==> src/rtl/atten_pkg.sv <==
package atten_pkg;

  // Total attenuation of a control word in half-dB units.
  function automatic int unsigned word_half_db(input logic [5:0] w);
    int unsigned acc;
    acc = 0;
    for (int k = 0; k < 6; k++) begin
      if (w[k]) acc += (1 << k);
    end
    return acc;
  endfunction

  // Shift one serial bit into the bottom of a register.
  function automatic logic [5:0] shift_in6(input logic [5:0] r, input logic b);
    return {r[4:0], b};
  endfunction

endpackage

==> src/rtl/atten_sync.sv <==
module atten_sync #(
  parameter int unsigned W       = 1,
  parameter int unsigned STAGES  = 2,
  parameter logic [W-1:0] RST_VAL = '0
) (
  input  logic         clk,
  input  logic         rst_n,
  input  logic [W-1:0] d,
  output logic [W-1:0] q
);
  logic [W-1:0] stg [STAGES];

  for (genvar i = 0; i < STAGES; i++) begin : g_stage
    if (i == 0) begin : g_first
      always_ff @(posedge clk or negedge rst_n) begin
        if (!rst_n) stg[i] <= RST_VAL;
        else        stg[i] <= d;
      end
    end else begin : g_next
      always_ff @(posedge clk or negedge rst_n) begin
        if (!rst_n) stg[i] <= RST_VAL;
        else        stg[i] <= stg[i-1];
      end
    end
  end

  assign q = stg[STAGES-1];
endmodule

==> src/rtl/atten_edge.sv <==
module atten_edge #(
  parameter logic RST_VAL = 1'b0
) (
  input  logic clk,
  input  logic rst_n,
  input  logic sig,
  output logic rise
);
  logic prev_q;

  always_ff @(posedge clk or negedge rst_n) begin
    if (!rst_n) prev_q <= RST_VAL;
    else        prev_q <= sig;
  end

  assign rise = sig & ~prev_q;
endmodule

==> src/rtl/atten_shifter.sv <==
module atten_shifter
  import atten_pkg::*;
#(
  parameter int unsigned W = 6
) (
  input  logic         clk,
  input  logic         rst_n,
  input  logic         serial_mode,
  input  logic         le_lvl,
  input  logic         sclk_rise,
  input  logic         sdata,
  output logic [W-1:0] shreg_o
);
  logic [W-1:0] shreg_q;
  logic         shift_en;

  assign shift_en = serial_mode & ~le_lvl & sclk_rise;

  always_ff @(posedge clk or negedge rst_n) begin
    if (!rst_n)        shreg_q <= '1;
    else if (shift_en) shreg_q <= shift_in6(shreg_q, sdata);
  end

  assign shreg_o = shreg_q;

  AST_SHIFT_FROZEN: assert property (@(posedge clk) disable iff (!rst_n)
    le_lvl |=> $stable(shreg_q));

  AST_SHIFT_ORDER: assert property (@(posedge clk) disable iff (!rst_n)
    shift_en |=> (shreg_q[W-1:1] == $past(shreg_q[W-2:0])));

  AST_SHIFT_IDLE: assert property (@(posedge clk) disable iff (!rst_n)
    !serial_mode |=> $stable(shreg_q));
endmodule

==> src/rtl/atten_word_sel.sv <==
module atten_word_sel
  import atten_pkg::*;
#(
  parameter int unsigned W = 6
) (
  input  logic         clk,
  input  logic         rst_n,
  input  logic         serial_mode,
  input  logic         le_lvl,
  input  logic         le_rise,
  input  logic [W-1:0] shreg,
  input  logic [W-1:0] par,
  output logic [W-1:0] word_o,
  output logic         upd_o
);
  localparam int unsigned MAX_HALF_DB = (1 << W) - 1;

  logic [W-1:0] word_q, word_nxt;
  logic         upd_q;
  logic         serial_commit, par_load;

  assign serial_commit = serial_mode & le_rise;
  assign par_load      = ~serial_mode & le_lvl;

  always_comb begin
    word_nxt = word_q;
    if (serial_commit) word_nxt = shreg;
    else if (par_load) word_nxt = par;
  end

  always_ff @(posedge clk or negedge rst_n) begin
    if (!rst_n) begin
      word_q <= '1;
      upd_q  <= 1'b0;
    end else begin
      word_q <= word_nxt;
      upd_q  <= (word_nxt != word_q);
    end
  end

  assign word_o = word_q;
  assign upd_o  = upd_q;

  AST_RESET_MAX: assert property (@(posedge clk) disable iff (!rst_n)
    $rose(rst_n) |-> (word_half_db(6'(word_o)) == MAX_HALF_DB));

  AST_SERIAL_HOLD: assert property (@(posedge clk) disable iff (!rst_n)
    (serial_mode && !le_rise) |=> $stable(word_o));

  AST_SERIAL_COMMIT: assert property (@(posedge clk) disable iff (!rst_n)
    serial_commit |=> (word_o == $past(shreg)));

  AST_PAR_HOLD: assert property (@(posedge clk) disable iff (!rst_n)
    (!serial_mode && !le_lvl) |=> $stable(word_o));

  AST_PAR_FOLLOW: assert property (@(posedge clk) disable iff (!rst_n)
    par_load |=> (word_o == $past(par)));

  AST_UPD_ON_CHANGE: assert property (@(posedge clk) disable iff (!rst_n)
    (word_o != $past(word_o)) |-> upd_o);

  AST_UPD_ONLY_CHANGE: assert property (@(posedge clk) disable iff (!rst_n)
    upd_o |-> (word_o != $past(word_o)));
endmodule

==> src/rtl/step_atten_ctrl.sv <==
module step_atten_ctrl #(
  parameter int unsigned WORD_W      = 6,
  parameter int unsigned SYNC_STAGES = 2
) (
  input  logic              clk,
  input  logic              rst_n,
  input  logic              mode_i,
  input  logic              sclk_i,
  input  logic              sdata_i,
  input  logic              le_i,
  input  logic [WORD_W-1:0] par_i,
  output logic [WORD_W-1:0] word_o,
  output logic              upd_o
);
  localparam int unsigned BUS_W = WORD_W + 4;
  // Idle levels: serial mode and strobe high (pulled up), clock and data low.
  localparam logic [BUS_W-1:0] SYNC_RST = {1'b1, 1'b1, 1'b0, 1'b0, {WORD_W{1'b0}}};

  logic [BUS_W-1:0]  raw_bus, syn_bus;
  logic              mode_s, le_s, sclk_s, sdata_s;
  logic [WORD_W-1:0] par_s;
  logic              sclk_rise, le_rise;
  logic [WORD_W-1:0] shreg;

  assign raw_bus = {mode_i, le_i, sclk_i, sdata_i, par_i};

  atten_sync #(.W(BUS_W), .STAGES(SYNC_STAGES), .RST_VAL(SYNC_RST)) i_sync (
    .clk(clk), .rst_n(rst_n), .d(raw_bus), .q(syn_bus)
  );

  assign {mode_s, le_s, sclk_s, sdata_s, par_s} = syn_bus;

  atten_edge #(.RST_VAL(1'b0)) i_sclk_edge (
    .clk(clk), .rst_n(rst_n), .sig(sclk_s), .rise(sclk_rise)
  );

  atten_edge #(.RST_VAL(1'b1)) i_le_edge (
    .clk(clk), .rst_n(rst_n), .sig(le_s), .rise(le_rise)
  );

  atten_shifter #(.W(WORD_W)) i_shifter (
    .clk(clk), .rst_n(rst_n), .serial_mode(mode_s), .le_lvl(le_s),
    .sclk_rise(sclk_rise), .sdata(sdata_s), .shreg_o(shreg)
  );

  atten_word_sel #(.W(WORD_W)) i_word (
    .clk(clk), .rst_n(rst_n), .serial_mode(mode_s), .le_lvl(le_s),
    .le_rise(le_rise), .shreg(shreg), .par(par_s),
    .word_o(word_o), .upd_o(upd_o)
  );

  AST_EDGES_ONEHOT: assert property (@(posedge clk) disable iff (!rst_n)
    le_rise |-> !$past(le_rise));
endmodule

==> config.mk <==
export PLATFORM = sky130hd
export DESIGN_NAME = step_atten_ctrl
export DESIGN_NICKNAME = d
export VERILOG_FILES = /design/src/rtl/atten_pkg.sv /design/src/rtl/atten_sync.sv /design/src/rtl/atten_edge.sv /design/src/rtl/atten_shifter.sv /design/src/rtl/atten_word_sel.sv /design/src/rtl/step_atten_ctrl.sv
export SDC_FILE = /design/constraint.sdc
export NUM_CORES = 1
export LEC_CHECK = 0
export CORE_AREA = 2 2 46 70
export CTS_CLUSTER_DIAMETER = 50
export CTS_CLUSTER_SIZE = 10
export DETAILED_ROUTE_END_ITERATION = 16
export DIE_AREA = 0 0 48 72
export PLACE_DENSITY = 0.77
export REMOVE_ABC_BUFFERS = 1
export SETUP_SLACK_MARGIN = 0.3
export SLEW_MARGIN = 20
export SYNTH_ARGS = -nofsm -noshare
export SYNTH_HDL_FRONTEND = slang
export SYNTH_HIERARCHICAL = 1
export SYNTH_SLANG_ARGS = --single-unit
==> constraint.sdc <==
create_clock -name clk -period 1.6 [get_ports clk]
set_input_delay 0.16 -clock clk [delete_from_list [all_inputs] [get_ports clk]]
set_output_delay 0.16 -clock clk [all_outputs]
set_load 0.01 [all_outputs]
==> impl_metrics.env, run 1 <==
export IMPL_max_vdd_ir_drop_uv=813
export IMPL_post_cts_hold_buffer_count=0
export IMPL_place_inst=149
export IMPL_post_route_cells_drive_above_1_share_pct=37.3
export IMPL_synth_area_mux_share_pct=8.81
export IMPL_grt_pass1_vias=799
export IMPL_slowest_delay_ns=0.58
export IMPL_place_detailed_hpwl_mm=1.55
export IMPL_cts_htree_levels=2
export IMPL_global_route_overflow_total=0
export IMPL_port_buffers=18
export IMPL_grt_setup_unrepaired="true"
export IMPL_setup_tns_final_ns=0
export IMPL_fin_crit_ns=1.32
export IMPL_start_util_pct=50.8
export IMPL_remaining_drc_errors=0
export IMPL_routed_wirelength_mm=2.31
export IMPL_antenna_found_initial=0
export IMPL_most_common_layout_cells="dfrtp_1 (18), dfstp_2 (16), clkdlybuf4s50_1 (11)"
export IMPL_cap_violations=0
export IMPL_finish_cell_count_without_fillers=165
export IMPL_netlist_cell_type_count=24
export IMPL_synthesis_instances=103
export IMPL_routed_via_count=824
export IMPL_fmax_ghz=0.760
export IMPL_cts_made_buffers=5
export IMPL_grt_max_degree=36
export IMPL_fin_worst_skew_ns=0.00710
export IMPL_timing_critical_path_arrival_ns=1.48
export IMPL_ant_nets=0
export IMPL_clockRootBuffer="clkbuf_8"
export IMPL_required_ns=1.76
export IMPL_crit_type="reg2reg"
export IMPL_placementRows=24
export IMPL_synth_warning_count=6
export IMPL_cts_root_to_sink_buffers=2
export IMPL_synth_adder_area_share_pct=0
export IMPL_yosys_register_bits=35
export IMPL_cell_area_after_technology_mapping_um2=1450
export IMPL_endpoint_kind="register"
export IMPL_firstDrtPassIters=2
export IMPL_pwr_density_cell_nw_per_um2=1220
export IMPL_timing_max_slew_rel_slack_pct=72.0
export IMPL_syn2layout_area_growth_pct=22.0
export IMPL_globalRouteTotalUtil_pct=15.6
export IMPL_seq_area_frac_synth_pct=61.9
export IMPL_status="complete, no violations"
export IMPL_p_leak_uw=0.000744
export IMPL_slew_viol_final=0
export IMPL_clock_sink_count=35
export IMPL_design_die_area_um2=3460
export IMPL_final_period_utilization_pct=82.2
export IMPL_synth_top_family_by_area="compound AO/OA/AOI/OAI gates"
export IMPL_first_iter_violations=8
export IMPL_worst_slew_pin_slew_ns=0.420
export IMPL_final_antenna_diode_count=0
export IMPL_complex_gate_fraction_of_the_synthesized_area_pct=8.89
export IMPL_synth_simple_area_share_pct=7.17
export IMPL_synth_avg_cell_area_um2=14.1
export IMPL_top_level_ports=19
export IMPL_cp_cell_sequence="xnor2_1 > o2111ai_2 > o311ai_2 > nand2_1"
export IMPL_wl_per_cell_um=14.0
export IMPL_avgViaCountPerCell=4.99
export IMPL_final_net_count=137
export IMPL_die_height_um=72
export IMPL_floorplan_core_area_um2=2850
export IMPL_cts_reportedPaths_clkPinSlew_ns=0.07
export IMPL_timing_critical_path_fanout_max=4
export IMPL_hold_path_class="in2async"
export IMPL_report_final_setup_viol=0
export IMPL_mostFrequentLayoutCell="dfrtp_1"
export IMPL_worst_r2r_cell_count=4
export IMPL_slowest_stage="dfstp_2"
export IMPL_wire_length_of_the_first_global_routing_pass_mm=3.64
export IMPL_clock_tree_from_tritoncts="built"
export IMPL_post_synth_xor_area_fraction_pct=6.04
export IMPL_chip_width_um=48
export IMPL_final_hold_violation_count=0
export IMPL_gp_congestion=0.846
export IMPL_insertion_delay_ns=0.28
export IMPL_setup_worst_path_start_class="register"
## synth_stat cells
| cell | count | area share [%] |
|---|---|---|
| dfrtp_1 | 18 | 31 |
| dfstp_2 | 17 | 31 |
| buf_4 | 10 | 5.2 |
| xnor2_1 | 8 | 4.8 |
| a21oi_1 | 7 | 2.4 |
| a211oi_1 | 6 | 3.1 |
| mux2_2 | 6 | 4.7 |
| mux2i_1 | 6 | 4.1 |
| nor2b_1 | 5 | 2.2 |
| buf_2 | 2 | 0.69 |
| inv_1 | 2 | 0.52 |
| nand2_1 | 2 | 0.52 |
| nor2b_4 | 2 | 1.9 |
| xor2_1 | 2 | 1.2 |
| a41oi_1 | 1 | 0.60 |
| buf_6 | 1 | 0.78 |
| nand2_2 | 1 | 0.43 |
| nand2b_1 | 1 | 0.43 |
| nand3_1 | 1 | 0.35 |
| nand3b_4 | 1 | 1.4 |
| o2111ai_1 | 1 | 0.60 |
| o211a_1 | 1 | 0.69 |
| o21ai_0 | 1 | 0.35 |
| o311ai_2 | 1 | 1.1 |
## registers in the layout, indices dropped and copies added (netlist names)
signal and count:
i_word/upd_o 1, i_sclk_edge/prev_q 1, i_word/word_o 6, i_shifter/shreg_o 6, i_sync/stg 10, i_sync/q 10, i_le_edge/prev_q 1
## through the flow
stage	hold WS [ns]	instance area [um^2]	setup WS, ns	total power, uW	util, %
floorplan	-0.136	1350	0.228	1320	-
global placement	0.332	1600	0.242	1450	56.0
detailed placement	0.339	1600	0.168	1460	56.0
CTS	0.271	1750	0.271	2160	61.4
global route	0.272	1770	0.206	2240	62.0
finish	0.281	1770	0.285	2150	62.0
## final timing paths
path | start | endpoint | slack, ns
min in group clk | mode_i | i_sync/stg[19]$_DFF_PN1_ | 0.28
max | i_word/word_o[1]$_DFF_PN1_ | i_word/upd_o$_DFF_PN0_ | 0.28
max reg2reg | i_word/word_o[1]$_DFF_PN1_ | i_word/upd_o$_DFF_PN0_ | 0.28
min reg2reg | i_sync/stg[12]$_DFF_PN0_ | i_sync/q[2]$_DFF_PN0_ | 0.34
max in group asynchronous | rst_n | i_sync/q[8]$_DFF_PN1_ | 0.98
min | rst_n | i_word/upd_o$_DFF_PN0_ | 0.28
## critical path: cells and delay by family (launching register included)
| kind | cells | cell delay [ns] |
|---|---|---|
| AOI/OAI and AO/OA | 2 | 0.38 |
| DFF | 1 | 0.58 |
| xor gates and xnor gates | 1 | 0.15 |
| and+or+nand+nor | 1 | 0.09 |
## cell families (layout without fill, tap and decap cells)
logic type	Yosys count	in the layout
buffers and inverters	15	38
xor gates and xnor gates	10	10
and+or+nand+nor	13	13
muxes	12	12
AOI/OAI and AO/OA	18	18
DFF	35	35
## cell type report
type	instances	area, um^2
multi-input cells	53	454
repair buffers	28	256
flip-flops and latches	35	901
clock buffers	8	100
fillers	214	1080
inverters	2	7.51
well taps	39	48.8
## what timing repair did
action	in CTS	in global routing
pin swaps	0	4
gates resized for setup	12	6
buffers inserted	7	1
setup endpoints to repair	14	16
## power breakdown
group | internal (uW) | leakage, uW | switching (uW)
clock network | 392 | 0.0000515 | 290
registers | 1040 | 0.000389 | 103
logic | 199 | 0.000303 | 131
total | 1630 | 0.000744 | 524
## per-layer routing
metal	up-vias	track usage (%)	wire [um]
met4	0	9.31	59
met3	6	5.47	90
li1	386	-	-
met5	-	0	0
met1	417	17.5	871
met2	15	24.4	1290
Power figures use the tool's default switching activity.
==> run 2: changes to the inputs <==
==> constraint.sdc (replaced) <==
create_clock -name clk -period 1.3 [get_ports clk]
set_input_delay 0.13 -clock clk [delete_from_list [all_inputs] [get_ports clk]]
set_output_delay 0.13 -clock clk [all_outputs]
set_load 0.01 [all_outputs]
==> run 2 against run 1 <==
Effect of this change: the run now ends with negative setup slack left; via count increased by 0.97%; first-iteration DRC count increased by 88%; final cell count increased by 1.8%; total power increased by 24%; utilization increased by 3.2 points; die area unchanged; count of clock-buffer cells in the layout decreased by 1; critical path depth unchanged; setup slack got worse by 0.31 ns; clock power increased by 6.9%; maximum frequency decreased by 0.70%; critical endpoint unchanged.
==> impl_metrics.env, run 2 (synthesis results as in run 1) <==
export IMPL_top_level_ports=19
export IMPL_grt_max_degree=36
export IMPL_wire_length_of_the_first_global_routing_pass_mm=4.02
export IMPL_p_leak_uw=0.000810
export IMPL_slew_viol_final=0
export IMPL_avgViaCountPerCell=4.95
export IMPL_globalRouteTotalUtil_pct=17.2
export IMPL_cts_htree_levels=2
export IMPL_grt_setup_unrepaired="true"
export IMPL_clock_sink_count=35
export IMPL_firstDrtPassIters=2
export IMPL_max_vdd_ir_drop_uv=773
export IMPL_start_util_pct=50.8
export IMPL_reg2reg_from="i_word/word_o[2]$_DFF_PN1_"
export IMPL_pwr_density_cell_nw_per_um2=1430
export IMPL_routed_wirelength_mm=2.53
export IMPL_final_net_count=140
export IMPL_dpl_worst_slack_ns=-0.0712
export IMPL_status="complete, but fails checks"
export IMPL_fin_crit_ns=1.32
export IMPL_chip_width_um=48
export IMPL_timing_max_slew_rel_slack_pct=82.9
export IMPL_syn2layout_area_growth_pct=28.4
export IMPL_placementRows=24
export IMPL_post_cts_hold_buffer_count=0
export IMPL_port_buffers=18
export IMPL_hold_path_class="in2async"
export IMPL_clockRootBuffer="clkbuf_8"
export IMPL_post_route_cells_drive_above_1_share_pct=47.3
export IMPL_setup_worst_path_start_class="register"
export IMPL_design_die_area_um2=3460
export IMPL_final_hold_violation_count=0
export IMPL_violated_checks="negative setup slack"
export IMPL_die_height_um=72
export IMPL_routed_via_count=832
export IMPL_place_detailed_hpwl_mm=1.62
export IMPL_fin_worst_skew_ns=0.00533
export IMPL_antenna_found_initial=0
export IMPL_wl_per_cell_um=15.0
export IMPL_insertion_delay_ns=0.28
export IMPL_global_route_overflow_total=0
export IMPL_timing_critical_path_fanout_max=5
export IMPL_setup_tns_final_ns=-0.0246
export IMPL_cap_violations=0
export IMPL_post_route_worst_setup_slack_ns=-0.0246
export IMPL_ant_nets=0
export IMPL_most_common_layout_cells="dfrtp_1 (18), dfstp_2 (17), buf_6 (11), clkdlybuf4s50_1 (11)"
export IMPL_final_core_util_pct=65.2
export IMPL_worst_slew_pin_slew_ns=0.254
export IMPL_fmax_ghz=0.755
export IMPL_cts_root_to_sink_buffers=2
export IMPL_gp_congestion=0.822
export IMPL_cts_reportedPaths_clkPinSlew_ns=0.07
export IMPL_mostFrequentLayoutCell="dfrtp_1"
export IMPL_grt_pass1_vias=856
export IMPL_timing_critical_path_arrival_ns=1.48
export IMPL_final_antenna_diode_count=0
export IMPL_required_ns=1.46
export IMPL_crit_type="reg2reg"
export IMPL_cts_made_buffers=5
export IMPL_report_final_setup_viol=1
export IMPL_first_iter_violations=15
export IMPL_final_period_utilization_pct=102
export IMPL_hold_ws_ns=0.223
export IMPL_clock_tree_from_tritoncts="built"
export IMPL_cp_startpoint="i_word/word_o[2]$_DFF_PN1_"
export IMPL_remaining_drc_errors=0
export IMPL_floorplan_core_area_um2=2850
export IMPL_p_total_uw=2670
export IMPL_endpoint_kind="register"
[run 2: cell count changes in the layout (fill, tap and decap cells not counted), sizes merged]
cell,previous run,this run
buf,10,20
clkbuf,9,7
clkdlybuf4s15,5,0
clkinv,0,1
dlygate4sd2,1,0
[run 2: path summary, 6_finish.rpt]
kind                                              endpoint  cells past startpoint  slack, ns
worst max-delay path                i_word/upd_o$_DFF_PN0_                      4      -0.02
worst min-delay path                i_word/upd_o$_DFF_PN0_                      2       0.22
worst max register to register      i_word/upd_o$_DFF_PN0_                      4      -0.02
worst min register to register       i_sync/q[1]$_DFF_PN0_                      0       0.35
max in group asynchronous       i_word/word_o[4]$_DFF_PN1_                      2       0.82
min in group clk                  i_sync/stg[18]$_DFF_PN1_                      1       0.26
[run 2: worst max-delay path: stages, from the launching register on]
cell and delay (ns):
dfstp_2 0.61, xnor2_2 0.13, o2111ai_2 0.14, o311ai_2 0.23
nand2_1 0.09
[run 2: power by group]
part	leakage, uW	switching, uW	internal [uW]
Clock	0.0000422	354	375
Combinational	0.000379	196	334
Sequential	0.000388	134	1270
Total	0.000810	683	1980
[run 2: through the flow]
stage | instance area (um^2) | instances
final | 1860 | 168
after floorplan | 1350 | 90
after detailed placement | 1640 | 153
after global routing | 1860 | 168
after CTS | 1820 | 165
after global placement | 1640 | 153
[run 2: final cells by class]
cell class / instances / area (um^2)
fill: 193 / 992
sequential: 35 / 897
multi-input combinational: 53 / 514
timing repair buffer: 31 / 312
clock buffer: 7 / 76.3
tap: 39 / 48.8
inverter: 2 / 7.51
clock inverter: 1 / 5.00
[run 2: timing repair]
item,in CTS,in global routing
pin swaps,6,1
gates resized for setup,44,8
endpoints found under the hold margin,0,0
setup buffers,4,3
setup endpoints to repair,20,19
[run 2: routing by layer]
| layer | part of all wire [%] | wire, um | vias to the layer above | GRT usage (%) |
|---|---|---|---|---|
| met1 | 41 | 1030 | 423 | 20.7 |
| li1 | - | - | 391 | - |
| met4 | 1.3 | 34 | 0 | 8.11 |
| met2 | 55 | 1400 | 13 | 27.3 |
| met3 | 2.5 | 62 | 5 | 5.22 |
| met5 | 0 | 0 | - | 0 |
==> run 3: changes to the inputs <==
--- a/config.mk
+++ b/config.mk
@@ -5,15 +5,15 @@
 export SDC_FILE = /design/constraint.sdc
 export NUM_CORES = 1
 export LEC_CHECK = 0
-export CORE_AREA = 2 2 46 70
+export CORE_AREA = 2 2 56 58
 export CTS_CLUSTER_DIAMETER = 50
 export CTS_CLUSTER_SIZE = 10
 export DETAILED_ROUTE_END_ITERATION = 16
-export DIE_AREA = 0 0 48 72
+export DIE_AREA = 0 0 58 60
 export PLACE_DENSITY = 0.77
 export REMOVE_ABC_BUFFERS = 1
 export SETUP_SLACK_MARGIN = 0.3
-export SLEW_MARGIN = 20
+export SLEW_MARGIN = 0
 export SYNTH_ARGS = -nofsm -noshare
 export SYNTH_HDL_FRONTEND = slang
 export SYNTH_HIERARCHICAL = 1
==> run 3 against run 2 <==
Effect of this change: the run still ends with negative setup slack left; sequential share of layout area decreased by 1.4 points; sequential power about the same; clock power decreased by 22%; clock skew up 0.0035 ns; die area increased by 0.69%; count of clock-buffer cells in the layout decreased by 1; final area increased by 3.0%; wire length is 2.9% higher; largest cell class unchanged.
==> impl_metrics.env, run 3 (synthesis results as in run 1) <==
export IMPL_setup_worst_path_start_class="register"
export IMPL_firstDrtPassIters=4
export IMPL_start_util_pct=49.9
export IMPL_setup_tns_final_ns=-0.176
export IMPL_remaining_drc_errors=0
export IMPL_timing_max_slew_rel_slack_pct=82.7
export IMPL_pwr_density_cell_nw_per_um2=1370
export IMPL_switching_share_pct=28.0
export IMPL_avgViaCountPerCell=5.20
export IMPL_internal_power_uw=1880
export IMPL_p_leak_uw=0.000837
export IMPL_status="complete, but fails checks"
export IMPL_routed_wirelength_mm=2.60
export IMPL_chip_width_um=58
export IMPL_most_common_layout_cells="dfrtp_1 (18), dfstp_2 (17), buf_6 (14)"
export IMPL_switching_power_uw=734
export IMPL_cap_violations=0
export IMPL_final_period_utilization_pct=109
export IMPL_routed_via_count=873
export IMPL_post_cts_hold_buffer_count=0
export IMPL_grt_pass1_vias=913
export IMPL_dpl_worst_slack_ns=-0.00232
export IMPL_final_net_count=146
export IMPL_fin_crit_ns=1.42
export IMPL_fmax_ghz=0.704
export IMPL_fin_worst_skew_ns=0.00886
export IMPL_gp_congestion=0.810
export IMPL_clock_tree_from_tritoncts="built"
export IMPL_max_vdd_ir_drop_uv=991
export IMPL_slew_viol_final=0
export IMPL_violated_checks="negative setup slack"
export IMPL_ant_nets=0
export IMPL_clockRootBuffer="clkbuf_4"
export IMPL_hold_path_class="in2async"
export IMPL_global_route_overflow_total=0
export IMPL_placementRows=20
export IMPL_clock_power_share_pct=21.7
export IMPL_final_hold_violation_count=0
export IMPL_antenna_found_initial=0
export IMPL_clock_sink_count=35
export IMPL_wire_length_of_the_first_global_routing_pass_mm=4.26
export IMPL_sequentialPowerShare_pct=53.9
export IMPL_layout_filler_cells=217
export IMPL_worst_slew_pin_slew_ns=0.258
export IMPL_floorplan_core_area_um2=2900
export IMPL_syn2layout_area_growth_pct=32.2
export IMPL_crit_type="reg2reg"
export IMPL_endpoint_kind="register"
export IMPL_critical_path_top_delay_family="flip-flops"
export IMPL_cts_root_to_sink_buffers=2
export IMPL_port_buffers=18
export IMPL_cts_reportedPaths_clkPinSlew_ns=0.11
export IMPL_mostFrequentLayoutCell="dfrtp_1"
export IMPL_post_route_worst_setup_slack_ns=-0.120
export IMPL_cp_cell_sequence="buf_6 > buf_6 > xnor2_4 > a41oi_2 > a211oi_2 > nand2_1"
export IMPL_path_common_cell="buf_6"
export IMPL_timing_critical_path_arrival_ns=1.65
export IMPL_timing_critical_path_fanout_max=2
export IMPL_die_height_um=60
export IMPL_slowest_delay_ns=0.56
export IMPL_report_final_setup_viol=2
export IMPL_required_ns=1.53
export IMPL_grt_setup_unrepaired="true"
export IMPL_cts_htree_levels=2
export IMPL_first_iter_violations=16
export IMPL_globalRouteTotalUtil_pct=17.4
export IMPL_combPwrFrac_pct=24.5
export IMPL_cts_made_buffers=5
export IMPL_final_antenna_diode_count=0
export IMPL_grt_max_degree=36
export IMPL_slowest_stage="dfstp_2"
export IMPL_post_route_cells_drive_above_1_share_pct=53.3
export IMPL_wl_per_cell_um=15.5
export IMPL_place_detailed_hpwl_mm=1.54
export IMPL_design_die_area_um2=3480
export IMPL_insertion_delay_ns=0.34
export IMPL_crit_buf_inv=2
export IMPL_top_level_ports=19
==> run 3: path summary, 6_finish.rpt <==
path	slack [ns]	end	from	depth (start not counted)
min in group clk	0.20	i_sync/stg[18]$_DFF_PN1_	le_i	1
worst min-delay path	0.15	i_sync/stg[17]$_DFF_PN0_	rst_n	2
max in group asynchronous	0.90	i_shifter/shreg_o[0]$_DFFE_PN1P_	rst_n	2
worst min register to register	0.36	i_sync/q[0]$_DFF_PN0_	i_sync/stg[10]$_DFF_PN0_	0
worst max register to register	-0.12	i_word/upd_o$_DFF_PN0_	i_word/word_o[3]$_DFF_PN1_	6
worst max-delay path	-0.12	i_word/upd_o$_DFF_PN0_	i_word/word_o[3]$_DFF_PN1_	6
==> run 3: worst reg2reg max path, cell delays in order (launching register included) <==
cell      delay [ns]
dfstp_2         0.56
buf_6           0.11
buf_6           0.11
xnor2_4         0.11
a41oi_2         0.14
a211oi_2        0.22
nand2_1         0.07
==> run 3: routing by layer <==
layer / vias up / part of all wire, % / track usage, %
met5: - / 0 / 0
met4: 0 / 2.8 / 8.64
met2: 30 / 52 / 28.1
met3: 10 / 5.7 / 6.06
li1: 404 / - / -
met1: 429 / 39 / 20.7
==> run 3: final cells by class <==
class / instances / area, um^2 / share of cell area, %
inverters: 2 / 7.51 / 0.392
flip-flops and latches: 35 / 897 / 46.8
repair buffers: 37 / 370 / 19.3
clock inverters: 2 / 12.5 / 0.653
multi-input cells: 53 / 546 / 28.5
clock buffers: 6 / 41.3 / 2.16
well taps: 33 / 41.3 / 2.16
==> run 3: repair_timing <==
action                     4_1_cts  5_1_grt
pin swaps                        8        5
resized for setup               45       16
setup buffers                   11        2
gates cloned                     0        0
setup endpoints to repair       20       20
==> run 3: through the flow <==
step | hold WS, ns | std cells | util [%] | area (um^2) | total power (uW)
6_report | 0.153 | 168 | 66.0 | 1920 | 2620
5_1_grt | 0.156 | 168 | 66.0 | 1920 | 2740
4_1_cts | 0.150 | 166 | 62.5 | 1810 | 2500
3_5_place_dp | 0.335 | 147 | 56.2 | 1630 | 1820
3_3_place_gp | 0.333 | 147 | 56.2 | 1630 | 1810
2_1_floorplan | -0.166 | 90 | - | 1350 | 1620
==> run 3: power groups by stage <==
stage	logic [uW]	clock network (uW)	registers [uW]
2_1_floorplan	221	0	1400
3_3_place_gp	400	0	1410
3_5_place_dp	407	0	1410
4_1_cts	533	581	1380
5_1_grt	681	632	1430
6_report	641	567	1410
